[src/rtl/fser_pkg.sv]
`timescale 1ns/1ps
package fser_pkg;
  parameter int unsigned FSER_WORD_W = 10;
  localparam int unsigned FSER_FRAME_W = FSER_WORD_W + 2;

  typedef enum logic [1:0] {
    M_INIT = 2'd0,
    M_SYNC = 2'd1,
    M_DATA = 2'd2
  } fser_mode_e;

  // Frame layout: bit 0 start (1), bits 1..W data LSB first, top bit stop (0).
  function automatic logic [FSER_FRAME_W-1:0] frame_of(input logic [FSER_WORD_W-1:0] w);
    return {1'b0, w, 1'b1};
  endfunction

  // Sync word: lower half of the bits set, upper half clear.
  function automatic logic [FSER_WORD_W-1:0] sync_word();
    logic [FSER_WORD_W-1:0] w;
    for (int i = 0; i < FSER_WORD_W; i++) w[i] = (i < FSER_WORD_W / 2);
    return w;
  endfunction
endpackage

[src/rtl/fser_edge_latch.sv]
`timescale 1ns/1ps
module fser_edge_latch #(
  parameter int unsigned W = 10
) (
  input  logic         clk,
  input  logic         rst_n,
  input  logic         ref_clk,
  input  logic         edge_sel,
  input  logic [W-1:0] din,
  output logic [W-1:0] held_word,
  output logic         ref_rise
);
  logic ref_q;
  logic ref_fall;
  logic take;

  assign ref_rise = ref_clk & ~ref_q;
  assign ref_fall = ~ref_clk & ref_q;
  assign take     = edge_sel ? ref_rise : ref_fall;

  always_ff @(posedge clk or negedge rst_n) begin
    if (!rst_n) begin
      ref_q     <= 1'b0;
      held_word <= '0;
    end else begin
      ref_q <= ref_clk;
      if (take) held_word <= din;
    end
  end
endmodule

[src/rtl/fser_mode_ctrl.sv]
`timescale 1ns/1ps
module fser_mode_ctrl
  import fser_pkg::*;
#(
  parameter int unsigned LOCK_CYCLES = 2048,
  parameter int unsigned SYNC_FRAMES = 1024,
  parameter int unsigned SYNC_HOLD   = 6
) (
  input  logic       clk,
  input  logic       rst_n,
  input  logic       pwr_on,
  input  logic       ref_rise,
  input  logic       sync_req,
  input  logic       wrap,
  output fser_mode_e mode_q,
  output fser_mode_e mode_nxt
);
  localparam int unsigned LOCK_W = $clog2(LOCK_CYCLES + 1);
  localparam int unsigned LEFT_W = $clog2(SYNC_FRAMES + 1);
  localparam int unsigned HOLD_W = $clog2(SYNC_HOLD + 1);

  logic [LOCK_W-1:0] lock_cnt;
  logic [LEFT_W-1:0] left_cnt;
  logic [HOLD_W-1:0] hold_cnt;
  logic              armed;
  logic              locked;
  logic              burst_done;
  logic              enter_sync;

  assign locked     = (lock_cnt == LOCK_W'(LOCK_CYCLES));
  assign burst_done = (left_cnt <= LEFT_W'(1));

  always_comb begin
    mode_nxt = mode_q;
    if (wrap) begin
      unique case (mode_q)
        M_INIT:  if (locked) mode_nxt = M_SYNC;
        M_SYNC:  if (burst_done && !sync_req) mode_nxt = M_DATA;
        M_DATA:  if (armed) mode_nxt = M_SYNC;
        default: mode_nxt = M_INIT;
      endcase
    end
  end

  assign enter_sync = wrap && (mode_q != M_SYNC) && (mode_nxt == M_SYNC);

  always_ff @(posedge clk or negedge rst_n) begin
    if (!rst_n) begin
      mode_q   <= M_INIT;
      lock_cnt <= '0;
      left_cnt <= '0;
      hold_cnt <= '0;
      armed    <= 1'b0;
    end else if (!pwr_on) begin
      mode_q   <= M_INIT;
      lock_cnt <= '0;
      left_cnt <= '0;
      hold_cnt <= '0;
      armed    <= 1'b0;
    end else begin
      mode_q <= mode_nxt;
      if (ref_rise && !locked) lock_cnt <= lock_cnt + 1'b1;
      if (enter_sync) left_cnt <= LEFT_W'(SYNC_FRAMES);
      else if (wrap && mode_q == M_SYNC && !burst_done) left_cnt <= left_cnt - 1'b1;
      if (mode_q != M_DATA || enter_sync) begin
        hold_cnt <= '0;
        armed    <= 1'b0;
      end else if (ref_rise) begin
        if (sync_req) begin
          if (hold_cnt == HOLD_W'(SYNC_HOLD - 1)) armed <= 1'b1;
          if (!armed) hold_cnt <= hold_cnt + 1'b1;
        end else begin
          hold_cnt <= '0;
        end
      end
    end
  end
endmodule

[src/rtl/fser_shifter.sv]
`timescale 1ns/1ps
module fser_shifter
  import fser_pkg::*;
#(
  parameter int unsigned W = FSER_WORD_W
) (
  input  logic                     clk,
  input  logic                     rst_n,
  input  logic                     pwr_on,
  input  logic [W-1:0]             held_word,
  input  logic                     use_sync,
  output logic [$clog2(W+2)-1:0]   bit_pos,
  output logic                     wrap,
  output logic                     bit_val
);
  localparam int unsigned FW    = W + 2;
  localparam int unsigned POS_W = $clog2(FW);

  logic [FW-1:0] frame_q;

  assign wrap    = (bit_pos == POS_W'(FW - 1));
  assign bit_val = frame_q[bit_pos];

  always_ff @(posedge clk or negedge rst_n) begin
    if (!rst_n) begin
      bit_pos <= '0;
      frame_q <= '0;
    end else if (!pwr_on) begin
      bit_pos <= '0;
      frame_q <= '0;
    end else begin
      bit_pos <= wrap ? '0 : bit_pos + 1'b1;
      if (wrap) frame_q <= use_sync ? frame_of(sync_word()) : frame_of(held_word);
    end
  end
endmodule

[src/rtl/framed_serializer.sv]
`timescale 1ns/1ps
module framed_serializer
  import fser_pkg::*;
#(
  parameter int unsigned LOCK_CYCLES = 2048,
  parameter int unsigned SYNC_FRAMES = 1024,
  parameter int unsigned SYNC_HOLD   = 6
) (
  input  logic                   clk,
  input  logic                   rst_n,
  input  logic                   ref_clk,
  input  logic                   edge_sel,
  input  logic [FSER_WORD_W-1:0] din,
  input  logic                   pwr_on,
  input  logic                   out_en,
  input  logic                   sync_req,
  output logic                   ser_out,
  output logic                   ser_oe,
  output logic [1:0]             mode
);
  localparam int unsigned POS_W = $clog2(FSER_FRAME_W);

  logic [FSER_WORD_W-1:0] held_word;
  logic                   ref_rise;
  logic [POS_W-1:0]       bit_pos;
  logic                   wrap;
  logic                   bit_val;
  fser_mode_e             mode_q;
  fser_mode_e             mode_nxt;

  fser_edge_latch #(.W(FSER_WORD_W)) u_latch (
    .clk(clk), .rst_n(rst_n), .ref_clk(ref_clk), .edge_sel(edge_sel),
    .din(din), .held_word(held_word), .ref_rise(ref_rise)
  );

  fser_mode_ctrl #(
    .LOCK_CYCLES(LOCK_CYCLES), .SYNC_FRAMES(SYNC_FRAMES), .SYNC_HOLD(SYNC_HOLD)
  ) u_ctrl (
    .clk(clk), .rst_n(rst_n), .pwr_on(pwr_on), .ref_rise(ref_rise),
    .sync_req(sync_req), .wrap(wrap), .mode_q(mode_q), .mode_nxt(mode_nxt)
  );

  fser_shifter #(.W(FSER_WORD_W)) u_shift (
    .clk(clk), .rst_n(rst_n), .pwr_on(pwr_on), .held_word(held_word),
    .use_sync(mode_nxt == M_SYNC), .bit_pos(bit_pos), .wrap(wrap), .bit_val(bit_val)
  );

  assign ser_oe  = pwr_on & out_en & (mode_q != M_INIT);
  assign ser_out = ser_oe & bit_val;
  assign mode    = mode_q;
endmodule

[config.mk]
export PLATFORM = sky130hd
export DESIGN_NAME = framed_serializer
export DESIGN_NICKNAME = d
export VERILOG_FILES = /design/src/rtl/fser_pkg.sv /design/src/rtl/fser_edge_latch.sv /design/src/rtl/fser_mode_ctrl.sv /design/src/rtl/fser_shifter.sv /design/src/rtl/framed_serializer.sv
export SDC_FILE = /design/constraint.sdc
export NUM_CORES = 1
export LEC_CHECK = 0
export BUFFER_PORTS_ARGS = -buffer_cell sky130_fd_sc_hd__buf_4
export CELL_PAD_IN_SITES_DETAIL_PLACEMENT = 1
export CELL_PAD_IN_SITES_GLOBAL_PLACEMENT = 2
export CORE_MARGIN = 2
export CORE_UTILIZATION = 41
export CTS_BUF_LIST = sky130_fd_sc_hd__clkbuf_8
export CTS_CLUSTER_SIZE = 16
export DETAILED_ROUTE_END_ITERATION = 12
export GPL_ROUTABILITY_DRIVEN = 0
export HOLD_SLACK_MARGIN = 0.05
export PLACE_DENSITY_LB_ADDON = 0.1
export SLEW_MARGIN = 20
export SYNTH_ARGS = -nofsm -noshare
export SYNTH_HDL_FRONTEND = slang
export SYNTH_SLANG_ARGS = --single-unit
[constraint.sdc]
create_clock -name clk -period 2.7 [get_ports clk]
set_clock_uncertainty 0.15 [all_clocks]
set_input_delay 0.135 -clock clk [delete_from_list [all_inputs] [get_ports clk]]
set_output_delay 0.135 -clock clk [all_outputs]
set_load 0.05 [all_outputs]
# Word level (Yosys, flattened, before mapping)
# Cells that the tools add are included.
totals:
  n_memories: 0
  wordCells: 80
  in_bits: 17
  ram_bits: 0
  reg_bits: 56
  latchBits: 0
  mem_bits_ro: 0
op_classes:
  reduce_logical: 14
  mul: 0
  n_div: 0
  n_mux: 29
  n_eq_ne: 15
  order_cmp: 2
  addsub: 4
  n_shift: 0
  bitwise: 7
op_table:
  columns: ["cell", "n"]
  rows:
  - ["two-way mux 12 bit", 4]
  - ["two-way mux 11 bit", 4]
  - ["two-way mux 3 bit", 5]
  - ["adder 12 x 1 -> 12 bit, second input constant", 1]
  - ["== test 12 bit, second input constant", 1]
  - ["!= test 3 x 1 -> 1 bit, second input constant", 4]
  - ["<= comparator 11 x 1 -> 1 bit, second input constant", 1]
  - ["subtractor 11 x 1 -> 11 bit, second input constant", 1]
  - ["two-way mux 2 bit", 5]
  - ["two-way mux 4 bit", 2]
  - ["two-way mux 1 bit", 7]
  - ["logical AND 1 bit", 6]
  - ["!= test 2 x 1 -> 1 bit, second input constant", 3]
  - ["one-hot mux 2 bit (3 select lines)", 1]
  - ["bitwise AND 1 bit", 5]
  - ["less-than comparator 4 x 5 -> 1 bit, second input constant", 1]
  - ["adder 4 x 1 -> 4 bit, second input constant", 1]
  - ["binary-select mux 1 bit (select 4 bit)", 1]
  - ["== test 2 x 1 -> 1 bit, second input constant", 2]
  - ["== test 4 bit, second input constant", 1]
  - ["!= test 4 bit, second input constant", 1]
  - ["adder 3 x 1 -> 3 bit, second input constant", 1]
  - ["== test 3 bit, second input constant", 1]
  - ["logical NOT 1 bit", 3]
  - ["other kinds (8)", 9]

# Longest topological paths before layout
logic_depth:
  word_depth: 10
  depth_mapped: 6
  ltp_nobuf: 6

# Cells and area by module
# Synthesis repeated with hierarchy kept, for this count alone.
unflattened:
  hier_cells: 336
  area_unflattened_um2: 3231.8
modules_own_cells:
  columns: ["module", "instances", "cells_per_inst", "area_per_inst_um2"]
  rows:
  - ["fser_mode_ctrl", 1, 186, 1715.4]
  - ["fser_shifter", 1, 73, 774.5]
  - ["fser_edge_latch", 1, 74, 714.4]
  - ["framed_serializer", 1, 3, 27.5]

# Worst setup path after synthesis
# No wires, ideal clock.
synth_path:
  kind: "register to output"
  start: "register u_ctrl.mode_q[0]"
  end: "output port ser_out"
  path_stages_with_launch: 4
  setup_slack_ps: 360
  n_path_buf: 0
  t_required_ps: 2415
  arrival_time_ps: 2055
  cell_sequence: "dfrtp_1 > nor2_1 > nor2_1 > o211a_1"
synth_between:
  elab_chain_cells: 3
synth_lines:
  columns: ["element", "line", "text"]
  rows:
  - ["from (decl)", "fser_mode_ctrl.sv:15", "output fser_mode_e mode_q,"]
  - ["from (signal assigned)", "fser_mode_ctrl.sv:61", "mode_q <= mode_nxt;"]
  - ["nonzero test 2 bit", "framed_serializer.sv:48", "assign ser_oe = pwr_on & out_en & (mode_q != M_INIT);"]
  - ["bitwise AND 1 bit", "framed_serializer.sv:48", null]
  - ["via ser_oe", "framed_serializer.sv:18", "output logic ser_oe,"]
  - ["bitwise AND 1 bit", "framed_serializer.sv:49", "assign ser_out = ser_oe & bit_val;"]
  - ["to (decl)", "framed_serializer.sv:17", "output logic ser_out,"]
# The timed path passes the listed nets, and every way through them passes these cells.

# Worst setup path in the final report
layout_path:
  start: "register u_shift.bit_pos[0]"
  end: "register u_ctrl.left_cnt[4]"
layout_between:
  elab_chain_cells: 6
layout_lines:
  columns: ["element", "line", "text"]
  rows:
  - ["from (decl)", "fser_shifter.sv:12", "output logic [$clog2(W+2)-1:0] bit_pos,"]
  - ["from (signal assigned)", "fser_shifter.sv:32", "bit_pos <= wrap ? '0 : bit_pos + 1'b1;"]
  - ["== test 4 bit *", "fser_shifter.sv:21", "assign wrap = (bit_pos == POS_W'(FW - 1));"]
  - ["two-way mux 2 bit", "fser_mode_ctrl.sv:35", "if (wrap) begin"]
  - ["== test 2 x 1 -> 1 bit", "fser_mode_ctrl.sv:45", "assign enter_sync = wrap && (mode_q != M_SYNC) && (mode_nxt == M_SYNC);"]
  - ["logical AND 1 bit", "fser_mode_ctrl.sv:45", null]
  - ["two-way mux 11 bit", "fser_mode_ctrl.sv:63", "if (enter_sync) left_cnt <= LEFT_W'(SYNC_FRAMES);"]
  - ["two-way mux 11 bit", "fser_mode_ctrl.sv:54", "end else if (!pwr_on) begin"]
  - ["to (signal assigned)", "fser_mode_ctrl.sv:63", null]
  - ["to (signal assigned)", "fser_mode_ctrl.sv:64", "else if (wrap && mode_q == M_SYNC && !burst_done) left_cnt <= left_cnt - 1'b1;"]
  - ["to (decl)", "fser_mode_ctrl.sv:23", "logic [LEFT_W-1:0] left_cnt;"]
# Every way passes the cells marked *; elsewhere a longest branch is shown, timed or not.
# A chain may end at the register's enable or synchronous reset.

==> flow_summary.ini <==
[die]
die_area_mm2 = 0.00756
die_width_um = 86.9
coreArea_mm2 = 0.00672
start_util = 0.420
die_h_um = 86.9
io_pins = 21
fp-row-count = 30

[timing]
maxSlewHeadroom = 0.528
setup_violations = 0
layout_min_cycle_time_ns = 2.33
worst_pin_slew_ns = 0.707
fmax_mhz = 429
hold_violations = 0
fin_ws_ns = 0.370
finalCritPeriodShare = 0.863
rsz0062_at_grt = false
drv_slew = 0
fin_setup_tns_ns = 0

[worst_setup_path]
cp-start-kind = flop
cp_max_fo = 9
required_ns = 2.78
setup.worst_path.end_class = flop
rrSetupSlack_ns = 0.37
worstSetupPathType = flop to flop
arrival_ns = 2.41
cp_cell_sequence = ha_1 -> and3b_1 -> nand4b_1 -> or4_2 -> a21oi_1
slowest_delay_ns = 0.63
cp_slowest_cell = or4_2

[power_and_ir_drop]
pwr-share-seq = 0.600
vdd_drop_max_uv = 243
comb_power_share = 0.088
pwr_density_cell_mw_per_mm2 = 440
p_switching_mw = 0.362
pwr-share-clk = 0.312
switching_share = 0.246
p_leak_nw = 1.43
intPower_mw = 1.11

[finish]
fillCellCount = 764
synthToLayoutAreaGrowth_pct = 18.5
stdcell_area_mm2 = 0.00334
drive_above_1_share = 0.194
finalNonFillerCells = 399
final_nets = 342
diodes = 0

[yosys]
yosysMostFrequentCell = dfrtp_1
syn_area_mm2 = 0.00282
synthFlopType = dfrtp_1
ys_ff_latch = 55
synth_edf_count = 0
yosys.area.top_type = dfrtp_1
async_flop_share = 1.00
synth_area_leaders = dfrtp_1 49%, mux2_2 4.4%, nor2_1 3.6%, a21oi_1 3.2%, o21ai_0 3.2%
yosys_warnings = 0
synth_nets = 297
netlist_instances = 273
avgSynthCellArea_um2 = 10.3
ys_types = 48
synth_common_cells = 55 x dfrtp_1, 27 x nor2_1, 18 x a21oi_1, 18 x o21ai_0, 13 x nand2_1
ys_seq_area_frac = 0.488
netlist.area_leader.share = 0.488

[clocking]
cts_hold_buf = 14
htreeDepth = 2
cts.sinks = 55
clkTransAtPathRegs_ns = 0.10
post_cts_buffers = 0
cts_resized = 0
clockBufferDepth = 2
clk_latency_ns = 0.31
cts-root-buf = clkbuf_8
numCtsBuffers = 5
cts_tree = done

[global_route]
antenna_found_initial = 0
grt_pass1_wl_um = 11700
grtUsageTotal = 0.196
grt_pass1_vias = 2395
grt_max_degree = 56
overflow = 0

[detailed_routing]
totalWireLength_um = 6670
ant_nets = 0
drc = 0
dr.pass1.iters = 3
avgRoutedWirePerCell_um = 16.7
num_vias = 2264
vias_per_cell = 5.67
drtIter0Drc = 85

[place]
place_area_mm2 = 0.00311
dp.cells = 377
port_buffers = 20
pre_cts_ws_ns = 0.375
dp_hpwl_um = 4710

[worst_hold_path]
hold_path_class = primary input to async pin

[status]
outcome = completed

[run]
drv_cap = 0
==> final timing paths <==
kind,startpoint,cells after the start,endpoint
worst min-delay path,rst_n,2,u_ctrl.hold_cnt[2]
worst max-delay path,u_shift.bit_pos[0],5,u_ctrl.left_cnt[4]
max in group asynchronous,rst_n,2,u_shift.frame_q[0]
min in group clk,edge_sel,5,u_latch.held_word[8]
worst max register to register,u_shift.bit_pos[0],5,u_ctrl.left_cnt[4]
worst min register to register,u_latch.held_word[5],1,u_shift.frame_q[6]
==> cell type report <==
cell class	instances	area, µm²	share of cell area
Tap cell	80	100	0.0300
Timing Repair Buffer	43	358	0.107
Multi-Input combinational cell	206	1390	0.416
Clock inverter	3	20.0	0.00599
Inverter	7	26.3	0.00787
Clock buffer	5	68.8	0.0206
Sequential cell	55	1380	0.412
==> power by group through the flow <==
| stage | clock network (mW) | logic, mW | registers, mW |
|---|---|---|---|
| floorplan | 0 | 0.0611 | 0.892 |
| global placement | 0 | 0.113 | 0.897 |
| detailed placement | 0 | 0.116 | 0.900 |
| CTS | 0.478 | 0.133 | 0.884 |
| global route | 0.500 | 0.146 | 0.890 |
| finish | 0.459 | 0.130 | 0.883 |
==> registers in the layout, indices dropped and copies added (netlist names) <==
| register | cells |
|---|---|
| u_ctrl.lock_cnt | 12 |
| u_ctrl.hold_cnt | 3 |
| u_latch.ref_q | 1 |
| u_shift.frame_q | 11 |
| u_latch.held_word | 10 |
| u_shift.bit_pos | 4 |
| u_ctrl.armed | 1 |
| u_ctrl.left_cnt | 11 |
| u_ctrl.mode_q | 2 |
==> layer usage <==
layer | global-route usage | wire length [µm] | up-vias
met5 | 0 | 0 | -
met4 | 0.0455 | 53 | 0
met3 | 0.0322 | 125 | 5
met2 | 0.328 | 3280 | 20
met1 | 0.267 | 3210 | 1139
li1 | - | - | 1100
==> cell usage in the layout (no fill, tap or decap), types with 5 or more instances in the layout <==
cell / synthesis / final
nor2_1: 27 / 27
nand3_1: 7 / 7
or3_1: 7 / 7
dfrtp_1: 55 / 55
a22o_1: 5 / 5
clkbuf_8: 0 / 5
nor3_1: 11 / 11
buf_4: 0 / 29
o21ai_0: 18 / 18
a21oi_1: 18 / 18
nand4_1: 5 / 5
a31oi_1: 8 / 8
o31ai_1: 5 / 5
ha_1: 7 / 7
mux2_2: 11 / 11
nand3b_1: 5 / 5
nand2_1: 13 / 13
dlygate4sd3_1: 0 / 14
inv_1: 6 / 6
==> critical path: cells and delay by family (launching register included) <==
family | cells | cell delay, ns
compound gates | 1 | 0.17
flops | 1 | 0.52
simple gates | 3 | 1.16
fa+ha+maj | 1 | 0.26
==> logic make-up (layout without fill, tap and decap cells) <==
| kind of cell | Yosys count | count (layout) | share of synthesized area |
|---|---|---|---|
| AO/OA/AOI/OAI | 63 | 63 | 0.136 |
| XOR/XNOR | 7 | 7 | 0.0217 |
| adder cells (fa/ha/maj) | 7 | 7 | 0.0311 |
| buffers and inverters | 12 | 58 | 0.0186 |
| flip-flops | 55 | 55 | 0.488 |
| multiplexers | 15 | 15 | 0.0670 |
| AND/OR/NAND/NOR | 114 | 114 | 0.237 |
==> stage by stage <==
stage | hold WS [ns] | total power [mW] | utilization
3_3_place_gp | 0.0926 | 1.01 | 0.463
2_1_floorplan | -0.311 | 0.953 | -
4_1_cts | 0.273 | 1.49 | 0.497
6_report | 0.245 | 1.47 | 0.497
3_5_place_dp | 0.0907 | 1.02 | 0.463
5_1_grt | 0.296 | 1.54 | 0.497
Note: power is estimated with default switching activity, not from simulation.
